--- src/rtl/toy_pkg.sv ---
// Shared field layouts, register offsets and the month-length table
// for the calendar counter. Assumes 32-bit registers.
package toy_pkg;

    localparam int WORD_W     = 32;
    localparam int OFS_TOD_LD = 'h24;
    localparam int OFS_YR_LD  = 'h28;
    localparam int OFS_TOD_RD = 'h2C;
    localparam int OFS_YR_RD  = 'h30;
    localparam int OFS_ALM0   = 'h34;
    localparam int OFS_CTRL   = 'h40;
    localparam int CTL_OSC    = 8;
    localparam int CTL_CAL    = 11;

    // Running time word: 6+5+5+6+6+4 = 32 bits
    typedef struct packed {
        logic [5:0] mon;
        logic [4:0] day;
        logic [4:0] hour;
        logic [5:0] min;
        logic [5:0] sec;
        logic [3:0] tenth;
    } tod_t;

    // Alarm word: 6+4+5+5+6+6 = 32 bits
    typedef struct packed {
        logic [5:0] yr6;
        logic [3:0] mon;
        logic [4:0] day;
        logic [4:0] hour;
        logic [5:0] min;
        logic [5:0] sec;
    } alarm_t;

    // Fixed month lengths, no leap years; unknown months count as 31
    function automatic logic [4:0] month_len(input logic [5:0] m);
        case (m)
            6'd2:                      return 5'd28;
            6'd4, 6'd6, 6'd9, 6'd11:   return 5'd30;
            default:                   return 5'd31;
        endcase
    endfunction

endpackage

--- src/rtl/toy_time_core.sv ---
// Time-of-day and year register with the full carry chain.
// Loads win over a step; 'step' must already be gated by the enables.
module toy_time_core
    import toy_pkg::*;
#(
    parameter int YEAR_W = 16
) (
    input  logic              clk,
    input  logic              rst_n,
    input  logic              step,
    input  logic              ld_tod,
    input  tod_t              tod_in,
    input  logic              ld_year,
    input  logic [YEAR_W-1:0] year_in,
    output tod_t              tod_q,
    output logic [YEAR_W-1:0] year_q,
    output tod_t              tod_nxt,
    output logic [YEAR_W-1:0] year_nxt
);

    // Next value after one tenth-second step, carries rippling upward
    always_comb begin
        tod_nxt  = tod_q;
        year_nxt = year_q;
        if (tod_q.tenth >= 4'd9) begin
            tod_nxt.tenth = '0;
            if (tod_q.sec >= 6'd59) begin
                tod_nxt.sec = '0;
                if (tod_q.min >= 6'd59) begin
                    tod_nxt.min = '0;
                    if (tod_q.hour >= 5'd23) begin
                        tod_nxt.hour = '0;
                        if (tod_q.day >= month_len(tod_q.mon)) begin
                            tod_nxt.day = 5'd1;
                            if (tod_q.mon >= 6'd12) begin
                                tod_nxt.mon = 6'd1;
                                year_nxt    = year_q + 1'b1;
                            end else begin
                                tod_nxt.mon = tod_q.mon + 1'b1;
                            end
                        end else begin
                            tod_nxt.day = tod_q.day + 1'b1;
                        end
                    end else begin
                        tod_nxt.hour = tod_q.hour + 1'b1;
                    end
                end else begin
                    tod_nxt.min = tod_q.min + 1'b1;
                end
            end else begin
                tod_nxt.sec = tod_q.sec + 1'b1;
            end
        end else begin
            tod_nxt.tenth = tod_q.tenth + 1'b1;
        end
    end

    // Time word register: reset to Jan 1, load, or step
    always_ff @(posedge clk) begin
        if (!rst_n) begin
            tod_q     <= '0;
            tod_q.mon <= 6'd1;
            tod_q.day <= 5'd1;
        end else if (ld_tod) begin
            tod_q <= tod_in;
        end else if (step && !ld_year) begin
            tod_q <= tod_nxt;
        end
    end

    // Year register: reset, load, or carry from December
    always_ff @(posedge clk) begin
        if (!rst_n) begin
            year_q <= '0;
        end else if (ld_year) begin
            year_q <= year_in;
        end else if (step && !ld_tod) begin
            year_q <= year_nxt;
        end
    end

    p_tenth_wrap_r4: assert property (@(posedge clk) disable iff (!rst_n)
        step && !ld_tod && !ld_year && tod_q.tenth >= 4'd9 |=> tod_q.tenth == 4'd0);

    p_hold_idle_r3: assert property (@(posedge clk) disable iff (!rst_n)
        !step && !ld_tod && !ld_year |=> tod_q == $past(tod_q) && year_q == $past(year_q));

    p_day_wrap_r5: assert property (@(posedge clk) disable iff (!rst_n)
        step && !ld_tod && !ld_year && tod_q.tenth >= 4'd9 && tod_q.sec >= 6'd59 &&
        tod_q.min >= 6'd59 && tod_q.hour >= 5'd23 && tod_q.day >= month_len(tod_q.mon)
        |=> tod_q.day == 5'd1);

endmodule

--- src/rtl/toy_alarm_unit.sv ---
// One alarm comparator with its register and pending flag.
// Compares against the post-step time so it fires on the step itself.
module toy_alarm_unit
    import toy_pkg::*;
#(
    parameter bit IRQ_LEVEL = 1'b1
) (
    input  logic        clk,
    input  logic        rst_n,
    input  logic        wr,
    input  logic [31:0] wdata,
    input  logic        adv,
    input  tod_t        tod_nxt,
    input  logic [5:0]  yr6_nxt,
    output alarm_t      alarm_q,
    output logic        pend_q
);

    logic hit;

    // Match on a real step into the target second, zero word disabled
    always_comb begin
        hit = adv && (alarm_q != '0) && (tod_nxt.tenth == 4'd0) &&
              (tod_nxt.sec == alarm_q.sec) && (tod_nxt.min == alarm_q.min) &&
              (tod_nxt.hour == alarm_q.hour) && (tod_nxt.day == alarm_q.day) &&
              (tod_nxt.mon == {2'b00, alarm_q.mon}) && (yr6_nxt == alarm_q.yr6);
    end

    // Alarm word register
    always_ff @(posedge clk) begin
        if (!rst_n) begin
            alarm_q <= '0;
        end else if (wr) begin
            alarm_q <= alarm_t'(wdata);
        end
    end

    generate
        if (IRQ_LEVEL) begin : g_level
            // Sticky pending flag, cleared by rewriting the alarm
            always_ff @(posedge clk) begin
                if (!rst_n) begin
                    pend_q <= 1'b0;
                end else if (wr) begin
                    pend_q <= 1'b0;
                end else if (hit) begin
                    pend_q <= 1'b1;
                end
            end

            p_level_hold_r10: assert property (@(posedge clk) disable iff (!rst_n)
                pend_q && !wr |=> pend_q);
        end else begin : g_pulse
            // One-cycle pulse per firing
            always_ff @(posedge clk) begin
                if (!rst_n) begin
                    pend_q <= 1'b0;
                end else begin
                    pend_q <= hit && !wr;
                end
            end
        end
    endgenerate

    p_zero_quiet_r8: assert property (@(posedge clk) disable iff (!rst_n)
        $rose(pend_q) |-> $past(alarm_q) != '0);

endmodule

--- src/rtl/toy_calendar.sv ---
// Calendar time-of-year counter: register decode, control word,
// time core and NUM_ALM alarm units. Word registers, exact addresses.
module toy_calendar
    import toy_pkg::*;
#(
    parameter int ADDR_W    = 8,
    parameter int YEAR_W    = 16,
    parameter int NUM_ALM   = 3,
    parameter bit IRQ_LEVEL = 1'b1
) (
    input  logic              clk,
    input  logic              rst_n,
    input  logic              tick,
    input  logic              wr_en,
    input  logic [ADDR_W-1:0] addr,
    input  logic [31:0]       wdata,
    output logic [31:0]       rdata,
    output logic              irq
);

    localparam logic [ADDR_W-1:0] A_TOD_LD = ADDR_W'(OFS_TOD_LD);
    localparam logic [ADDR_W-1:0] A_YR_LD  = ADDR_W'(OFS_YR_LD);
    localparam logic [ADDR_W-1:0] A_TOD_RD = ADDR_W'(OFS_TOD_RD);
    localparam logic [ADDR_W-1:0] A_YR_RD  = ADDR_W'(OFS_YR_RD);
    localparam logic [ADDR_W-1:0] A_CTRL   = ADDR_W'(OFS_CTRL);

    logic [31:0]       ctrl_q;
    logic              run, ld_tod, ld_year, adv;
    tod_t              tod_q, tod_nxt;
    logic [YEAR_W-1:0] year_q, year_nxt;
    alarm_t            alm_q [NUM_ALM];
    logic [NUM_ALM-1:0] pend;

    // Write decode and step gating
    always_comb begin
        run     = ctrl_q[CTL_OSC] && ctrl_q[CTL_CAL];
        ld_tod  = wr_en && (addr == A_TOD_LD);
        ld_year = wr_en && (addr == A_YR_LD);
        adv     = tick && run && !ld_tod && !ld_year;
    end

    // Control word, stored whole on every write
    always_ff @(posedge clk) begin
        if (!rst_n) begin
            ctrl_q <= '0;
        end else if (wr_en && addr == A_CTRL) begin
            ctrl_q <= wdata;
        end
    end

    toy_time_core #(.YEAR_W(YEAR_W)) u_core (
        .clk      (clk),
        .rst_n    (rst_n),
        .step     (adv),
        .ld_tod   (ld_tod),
        .tod_in   (tod_t'(wdata)),
        .ld_year  (ld_year),
        .year_in  (wdata[YEAR_W-1:0]),
        .tod_q    (tod_q),
        .year_q   (year_q),
        .tod_nxt  (tod_nxt),
        .year_nxt (year_nxt)
    );

    generate
        for (genvar g = 0; g < NUM_ALM; g++) begin : g_alm
            localparam logic [ADDR_W-1:0] A_ALM = ADDR_W'(OFS_ALM0 + 4 * g);
            toy_alarm_unit #(.IRQ_LEVEL(IRQ_LEVEL)) u_alm (
                .clk     (clk),
                .rst_n   (rst_n),
                .wr      (wr_en && addr == A_ALM),
                .wdata   (wdata),
                .adv     (adv),
                .tod_nxt (tod_nxt),
                .yr6_nxt (year_nxt[5:0]),
                .alarm_q (alm_q[g]),
                .pend_q  (pend[g])
            );
        end
    endgenerate

    assign irq = |pend;

    // Read mux; unmapped addresses return zero
    always_comb begin
        rdata = '0;
        if (addr == A_TOD_RD) rdata = tod_q;
        if (addr == A_YR_RD)  rdata = 32'(year_q);
        if (addr == A_CTRL)   rdata = ctrl_q;
        for (int i = 0; i < NUM_ALM; i++) begin
            if (addr == ADDR_W'(OFS_ALM0 + 4 * i)) rdata = alm_q[i];
        end
    end

    p_gated_fire_r9: assert property (@(posedge clk) disable iff (!rst_n)
        $rose(irq) |-> $past(ctrl_q[CTL_OSC] && ctrl_q[CTL_CAL]));

    p_ctrl_store_r11: assert property (@(posedge clk) disable iff (!rst_n)
        wr_en && addr == A_CTRL |=> ctrl_q == $past(wdata));

    p_load_wins_r13: assert property (@(posedge clk) disable iff (!rst_n)
        wr_en && addr == A_TOD_LD |=> tod_q == $past(wdata));

endmodule

--- config.mk ---
export PLATFORM = sky130hd
export DESIGN_NAME = toy_calendar
export DESIGN_NICKNAME = d
export VERILOG_FILES = /design/src/rtl/toy_pkg.sv /design/src/rtl/toy_time_core.sv /design/src/rtl/toy_alarm_unit.sv /design/src/rtl/toy_calendar.sv
export SDC_FILE = /design/constraint.sdc
export NUM_CORES = 1
export LEC_CHECK = 0
export ABC_AREA = 1
export BUFFER_PORTS_ARGS = -buffer_cell sky130_fd_sc_hd__buf_2
export CAP_MARGIN = 25
export CORE_MARGIN = 3
export CORE_UTILIZATION = 40
export CTS_BUF_LIST = sky130_fd_sc_hd__clkbuf_2
export DETAILED_ROUTE_END_ITERATION = 7
export PLACE_DENSITY = 0.62
export SKIP_CTS_REPAIR_TIMING = 1
export SLEW_MARGIN = 20
export SYNTH_ARGS = -nofsm -noshare
export SYNTH_HDL_FRONTEND = slang
export SYNTH_SLANG_ARGS = --single-unit
export TNS_END_PERCENT = 5
--- constraint.sdc ---
create_clock -name clk -period 2.8 [get_ports clk]
set_input_delay 0.14 -clock clk [delete_from_list [all_inputs] [get_ports clk]]
set_output_delay 0.14 -clock clk [all_outputs]
set_load 0.01 [all_outputs]
### Word level (Yosys, flattened, before mapping)

Index checks and enable logic that the tools add are counted.

| storage, ports and cells | value |
|---|---|
| output and inout port bits | 33 |
| bits of input ports | 44 |
| register bits after elaboration | 179 |

| cells by class | value |
|---|---|
| equality and inequality tests | 31 |
| bitwise operators | 1 |
| add/sub/neg operators | 7 |
| reductions and logical operators | 56 |
| order comparisons | 6 |
| multiplexer cells | 32 |

Operators with widths:

| operator | number |
|---|---|
| two-way mux 32 bit | 8 |
| two-way mux 16 bit | 9 |
| nonzero test 32 bit | 3 |
| == test 8 x 6 -> 1 bit, second input constant | 7 |
| == test 6 bit | 9 |
| logical AND 1 bit | 36 |
| == test 5 bit | 6 |
| two-way mux 5 bit | 6 |
| two-way mux 28 bit | 1 |
| two-way mux 6 bit | 4 |
| two-way mux 22 bit | 1 |
| adder 6 x 1 -> 6 bit, second input constant | 3 |
| == test 6 x 4 -> 1 bit | 3 |
| adder 16 x 1 -> 16 bit, second input constant | 1 |
| nonzero test 2 bit | 8 |
| == test 6 x 3 -> 1 bit, second input constant | 2 |
| == test 6 x 4 -> 1 bit, second input constant | 2 |
| >= comparator 6 bit, second input constant | 2 |
| two-way mux 11 bit | 1 |
| adder 5 x 1 -> 5 bit, second input constant | 2 |
| == test 8 x 7 -> 1 bit, second input constant | 1 |
| AND reduction 7 bit | 1 |
| == test 6 x 2 -> 1 bit, second input constant | 1 |
| >= comparator 6 x 4 -> 1 bit, second input constant | 1 |
| other kinds (12) | 15 |

### Depth between registers and ports, before layout

| depth | value |
|---|---|
| depth after elaboration | 20 |
| gate-level depth with buffers | 22 |
| gate-level depth less buffers | 22 |

### Cells and area by module

Synthesis repeated with hierarchy kept, for this count alone.

| unflattened totals | value |
|---|---|
| cells, all modules | 1,952 |
| area total of the unflattened synthesis | 11,536.1 µm² |

Modules (own cells, without submodules):

| module | area each (µm²) | cells an instance | seq. area each (µm²) | times used |
|---|---|---|---|---|
| toy_alarm_unit | 1,840.5 | 309 | 660.6 | 3 |
| toy_time_core | 3,460.8 | 563 | 960.9 | 1 |
| toy_calendar | 2,553.7 | 462 | 640.6 | 1 |

### Worst setup path after synthesis

OpenSTA, ideal clock, no wires.

| timing path | value |
|---|---|
| path kind | register -> register |
| start point | register, netlist name u_core.tod_q[27] |
| end point | register g_alm[1].u_alm.pend_q |
| stages on the path, launching flop included | 20 |
| arrival | 2.489 ns |
| setup slack | 0.245 ns |
| clock period less this slack | 2.555 ns |
| buffers on the path | 0 |
| library setup time | 0.066 ns |
| cell sequence | dfxtp_1 inv_1 ha_1 o21ai_0 nand2_1 a21oi_1 ha_1 nand2_1 nand3_1 nand2_1 nor2_1 o21ai_1 nand2_1 nand2_1 nand3_1 nor2_1 nand3_1 nor2_1 nand2_1 a21oi_2 |

| between the ends | value |
|---|---|
| word-level cells in the longest chain between the ends | 17 |
| elaborated cells between the ends (all ways) | 33 |
| classes of those cells | add/sub (1); order compare (2); eq/ne (8); mux (18); reduce/logical (4) |

Ends and longest elaborated chain:

| what | line | source |
|---|---|---|
| == test 6 x 3 -> 1 bit or == test 6 x 4 -> 1 bit (tied branches) | toy_pkg.sv:37 | `case (m)` |
| OR reduction 4 bit | toy_pkg.sv:37 |  |
| one-hot mux 2 bit (2 select lines) | toy_pkg.sv:37 |  |
| two-way mux 5 bit | toy_time_core.sv:31 | `if (tod_q.hour >= 5'd23) begin` |
| two-way mux 5 bit | toy_time_core.sv:29 | `if (tod_q.min >= 6'd59) begin` |
| two-way mux 5 bit | toy_time_core.sv:27 | `if (tod_q.sec >= 6'd59) begin` |
| two-way mux 5 bit | toy_time_core.sv:25 | `if (tod_q.tenth >= 4'd9) begin` |
| >= comparator 5 bit | toy_time_core.sv:33 | `if (tod_q.day >= month_len(tod_q.mon)) begin` |
| two-way mux 5 bit | toy_time_core.sv:33 |  |
| two-way mux 11 bit | toy_time_core.sv:31 |  |
| two-way mux 16 bit | toy_time_core.sv:29 |  |
| two-way mux 22 bit | toy_time_core.sv:27 |  |
| two-way mux 28 bit | toy_time_core.sv:25 |  |
| == test 5 bit | toy_alarm_unit.sv:25 | `(tod_nxt.hour == alarm_q.hour) && (tod_nxt.day == alarm_q.day) &&` |
| logical AND 1 bit (2 in series) | toy_alarm_unit.sv:25 |  |
| logical AND 1 bit (*) | toy_alarm_unit.sv:26 | `(tod_nxt.mon == {2'b00, alarm_q.mon}) && (yr6_nxt == alarm_q.yr6);` |
| end signal, assigned | toy_alarm_unit.sv:43 | `pend_q <= 1'b0;` |
| end signal, assigned | toy_alarm_unit.sv:45 | `pend_q <= 1'b0;` |
| end signal, assigned | toy_alarm_unit.sv:47 | `pend_q <= 1'b1;` |
| end, declared | toy_alarm_unit.sv:16 | `output logic pend_q` |

Every way passes the cells marked *; elsewhere a longest branch is shown, timed or not. The select of a mux whose other input is x is not followed.
A chain may end at the register's enable or synchronous reset.

### Worst setup path after layout

| timing path | value |
|---|---|
| start point | register, netlist name u_core.tod_q[26] |
| end point | register g_alm[0].u_alm.pend_q |

| between the ends | value |
|---|---|
| word-level cells in the longest chain between the ends | 17 |
| elaborated cells between the ends (all ways) | 33 |
| classes of those cells | add/sub (1); order compare (2); eq/ne (8); mux (18); reduce/logical (4) |

Ends and longest elaborated chain:

| what | line |
|---|---|
| == test 6 x 3 -> 1 bit or == test 6 x 4 -> 1 bit (tied branches) | toy_pkg.sv:37 |
| OR reduction 4 bit | toy_pkg.sv:37 |
| one-hot mux 2 bit (2 select lines) | toy_pkg.sv:37 |
| two-way mux 5 bit | toy_time_core.sv:31 |
| two-way mux 5 bit | toy_time_core.sv:29 |
| two-way mux 5 bit | toy_time_core.sv:27 |
| two-way mux 5 bit | toy_time_core.sv:25 |
| >= comparator 5 bit | toy_time_core.sv:33 |
| two-way mux 5 bit | toy_time_core.sv:33 |
| two-way mux 11 bit | toy_time_core.sv:31 |
| two-way mux 16 bit | toy_time_core.sv:29 |
| two-way mux 22 bit | toy_time_core.sv:27 |
| two-way mux 28 bit | toy_time_core.sv:25 |
| == test 5 bit | toy_alarm_unit.sv:25 |
| logical AND 1 bit (2 in series) | toy_alarm_unit.sv:25 |
| logical AND 1 bit (*) | toy_alarm_unit.sv:26 |
| end signal, assigned | toy_alarm_unit.sv:43 |
| end signal, assigned | toy_alarm_unit.sv:45 |
| end signal, assigned | toy_alarm_unit.sv:47 |
| end, declared | toy_alarm_unit.sv:16 |

Marks and branches as above.

==> impl_metrics.env <==
export IMPL_dp_hpwl_mm=34.82
export IMPL_crit_type="reg -> reg"
export IMPL_fin_cells=2261
export IMPL_cts_tree="done"
export IMPL_total_power_w=0.004148
export IMPL_fin_setup_tns_ns=-0.1202
export IMPL_postRouteAntennaNets=0
export IMPL_wl_mm=47.73
export IMPL_finalCriticalPeriod_ns=2.854
export IMPL_place_gp_congestion=0.9586
export IMPL_via_count=12880
export IMPL_coreArea_mm2=0.02695
export IMPL_grt_pass1_vias=11640
export IMPL_ys_top_cells_by_area="dfxtp_1 33%, nand2_1 15%, inv_1 7.3%"
export IMPL_drv_cap=0
export IMPL_start_util_pct=40.77
export IMPL_power_leakage_nw=5.770
export IMPL_grt_max_degree=86
export IMPL_period_share_pct=101.9
export IMPL_ff2ff_setup_slack_ns=-0.05
export IMPL_finalWorstSetupSlack_ns=-0.05396
export IMPL_dp_cells=2172
export IMPL_rsz0062_at_grt="yes"
export IMPL_cp_max_fo=7
export IMPL_fmax_mhz=350.4
export IMPL_num_rows=60
export IMPL_cp_start_kind="register"
export IMPL_fillerInstances=2845
export IMPL_slew_violations=0
export IMPL_grt_pass1_wl_mm=69.84
export IMPL_firstDrtPassIters=5
export IMPL_synth_seq_cells=179
export IMPL_ys_warn_count=0
export IMPL_hold_violations=3
export IMPL_synth_top_cell_by_area="dfxtp_1"
export IMPL_layout_nets=1965
export IMPL_syn_instance_count=1760
export IMPL_status="finished with violations"
export IMPL_yosysTopAreaCellShare_pct=32.62
export IMPL_gr_total_overflow=0
export IMPL_tightest_slew_ns=0.8675
export IMPL_postSynthAreaPerCell_um2=6.242
export IMPL_ir_worst_vdd_uv=220.3
export IMPL_crit_arrival_ns=3.60
export IMPL_relSlewSlack_pct=42.10
export IMPL_synthDistinctLibCells=41
export IMPL_grt_use_total_pct=31.41
export IMPL_ys_flop_type="dfxtp_1"
export IMPL_fp_dieH_um=171.7
export IMPL_hold_class="in -> reg"
export IMPL_synth_edf_count=0
export IMPL_p_per_area_mw_per_mm2=316.7
export IMPL_syn_nets=1818
export IMPL_htreeDepth=4
export IMPL_dpl_cell_area_mm2=0.01209
export IMPL_clk_latency_ns=0.81
export IMPL_clk_path_buf_depth=2
export IMPL_final_cell_area_mm2=0.01310
export IMPL_wl_per_cell_um=21.11
export IMPL_finClkSkew_ns=0.05798
export IMPL_seq_area_mm2=0.003600
export IMPL_numCtsBuffers=17
export IMPL_setup_violations_final=3
export IMPL_preCtsSetupSlack_ns=-0.1205
export IMPL_required_ns=3.54
export IMPL_worstSetupEndpointType="register"
export IMPL_multi_input_area_mm2=0.006504
export IMPL_area_growth_pct=19.21
export IMPL_die_x_um=171.7
export IMPL_drt_iter0_drc=1609
export IMPL_holdWs_ns=-0.02527
export IMPL_clock_sinks=179
export IMPL_dieArea_mm2=0.02949
export IMPL_async_flop_share_pct=0
export IMPL_path_clk_slew_ns=0.27
export IMPL_drcViolationCount=0
export IMPL_routed_via_density=5.697
export IMPL_portBuffers=76
export IMPL_synth_area_mm2=0.01099
export IMPL_grt_antenna_before_repair=1
export IMPL_yosysSeqAreaShare_pct=32.62
export IMPL_violations="negative hold slack, negative setup slack"
export IMPL_drive_gt1_share_pct=14.80
export IMPL_clock_root_buffer="clkbuf_2"
export IMPL_ioPinCount=77
synthesized netlist by cell type (all sizes together), types with 9 or more instances:
master and count:
nor3 9, a31oi 19, clkbuf 68, inv 219
o21ai 158, a221oi 27, o211ai 22, nand3 155
nand2 441, ha 14, a21oi 153, o22ai 29
nand4 33, dfxtp 179, nor2 197
cells by family after synthesis:
family	synth area share, %
AO/OA/AOI/OAI	22.09
AND/OR/NAND/NOR	32.89
XOR/XNOR	0.4783
adder cells (fa/ha/maj)	1.594
flip-flops	32.62
buffers and inverters	10.33
worst paths after layout:
path / start / to / cells past startpoint
setup / recovery: u_core.tod_q[26] / g_alm[0].u_alm.pend_q / 22
hold reg to reg: g_alm[2].u_alm.pend_q / g_alm[2].u_alm.pend_q / 2
hold / removal: addr[1] / u_core.tod_q[2] / 8
setup reg to reg: u_core.tod_q[26] / g_alm[0].u_alm.pend_q / 22
worst max-delay path, cell delays in order, from the launching register on:
cell     delay (ns)
dfxtp_4        0.42
inv_4          0.07
ha_4           0.14
nand3_4        0.08
nor2_4         0.13
a21oi_2        0.04
ha_1           0.27
nand2_1        0.07
nand3_2        0.08
nand2_2        0.07
buf_6          0.14
nor2_4         0.26
nand2_4        0.13
buf_8          0.17
nand2_8        0.06
nand2_4        0.06
nand2_2        0.06
nand3_1        0.06
nor2_1         0.12
nand3_1        0.08
nor2_1         0.11
nand2_1        0.07
a21oi_2        0.12
report_power, final:
part / switching [W] / internal [W] / total [W] / leakage (nW)
clock: 0.00106 / 0.000252 / 0.00132 / 0.123
sequential: 0.00000449 / 0.00256 / 0.00257 / 1.44
combinational: 0.000171 / 0.0000942 / 0.000265 / 4.20
total: 0.00124 / 0.00291 / 0.00415 / 5.77
layout by cell type (no fill, tap or decap), types with 7 or more instances in the layout:
| master | instances |
|---|---|
| dfxtp_1 | 172 |
| nor3_1 | 8 |
| nand2_1 | 414 |
| a21oi_1 | 149 |
| a221oi_1 | 27 |
| dlygate4sd3_1 | 44 |
| nor2_2 | 12 |
| o21ai_0 | 147 |
| clkbuf_2 | 18 |
| inv_2 | 7 |
| buf_4 | 73 |
| nand2_2 | 20 |
| inv_1 | 210 |
| a31oi_1 | 19 |
| ha_1 | 11 |
| nor2_1 | 176 |
| nand3_1 | 140 |
| nand4_1 | 33 |
| nand2_4 | 7 |
| o211ai_1 | 22 |
| buf_2 | 75 |
| o22ai_1 | 29 |
| nor2_4 | 7 |
| nand3_2 | 13 |
layer usage:
layer	global-route usage, %	vias up	wire length (µm)
met5	0	-	0
li1	-	6166	-
met4	13.47	0	2070
met1	43.29	6008	20710
met3	5.424	111	3947
met2	48.48	596	21000
metrics by stage:
stage	hold slack, ns	util (%)
2_1_floorplan	0.2743	-
3_3_place_gp	0.4295	44.86
3_5_place_dp	0.4437	44.86
4_1_cts	-0.4782	45.58
5_1_grt	-0.009013	48.60
6_report	-0.02527	48.60
layout make-up:
class	count	area share, %
timing repair buffer	203	11.79
clock buffer	18	0.6878
multi-input combinational	1287	49.66
antenna	1	0.01911
tap	341	3.258
sequential	179	27.48
inverter	219	6.314
clock inverter	13	0.7929
flip-flops by register name, indices dropped and copies added (netlist names):
name / flops
u_core.tod_q: 32
ctrl_q: 32
u_core.year_q: 16
g_alm.u_alm.pend_q: 3
g_alm.u_alm.alarm_q: 96
(Power assumes the default switching activity.)
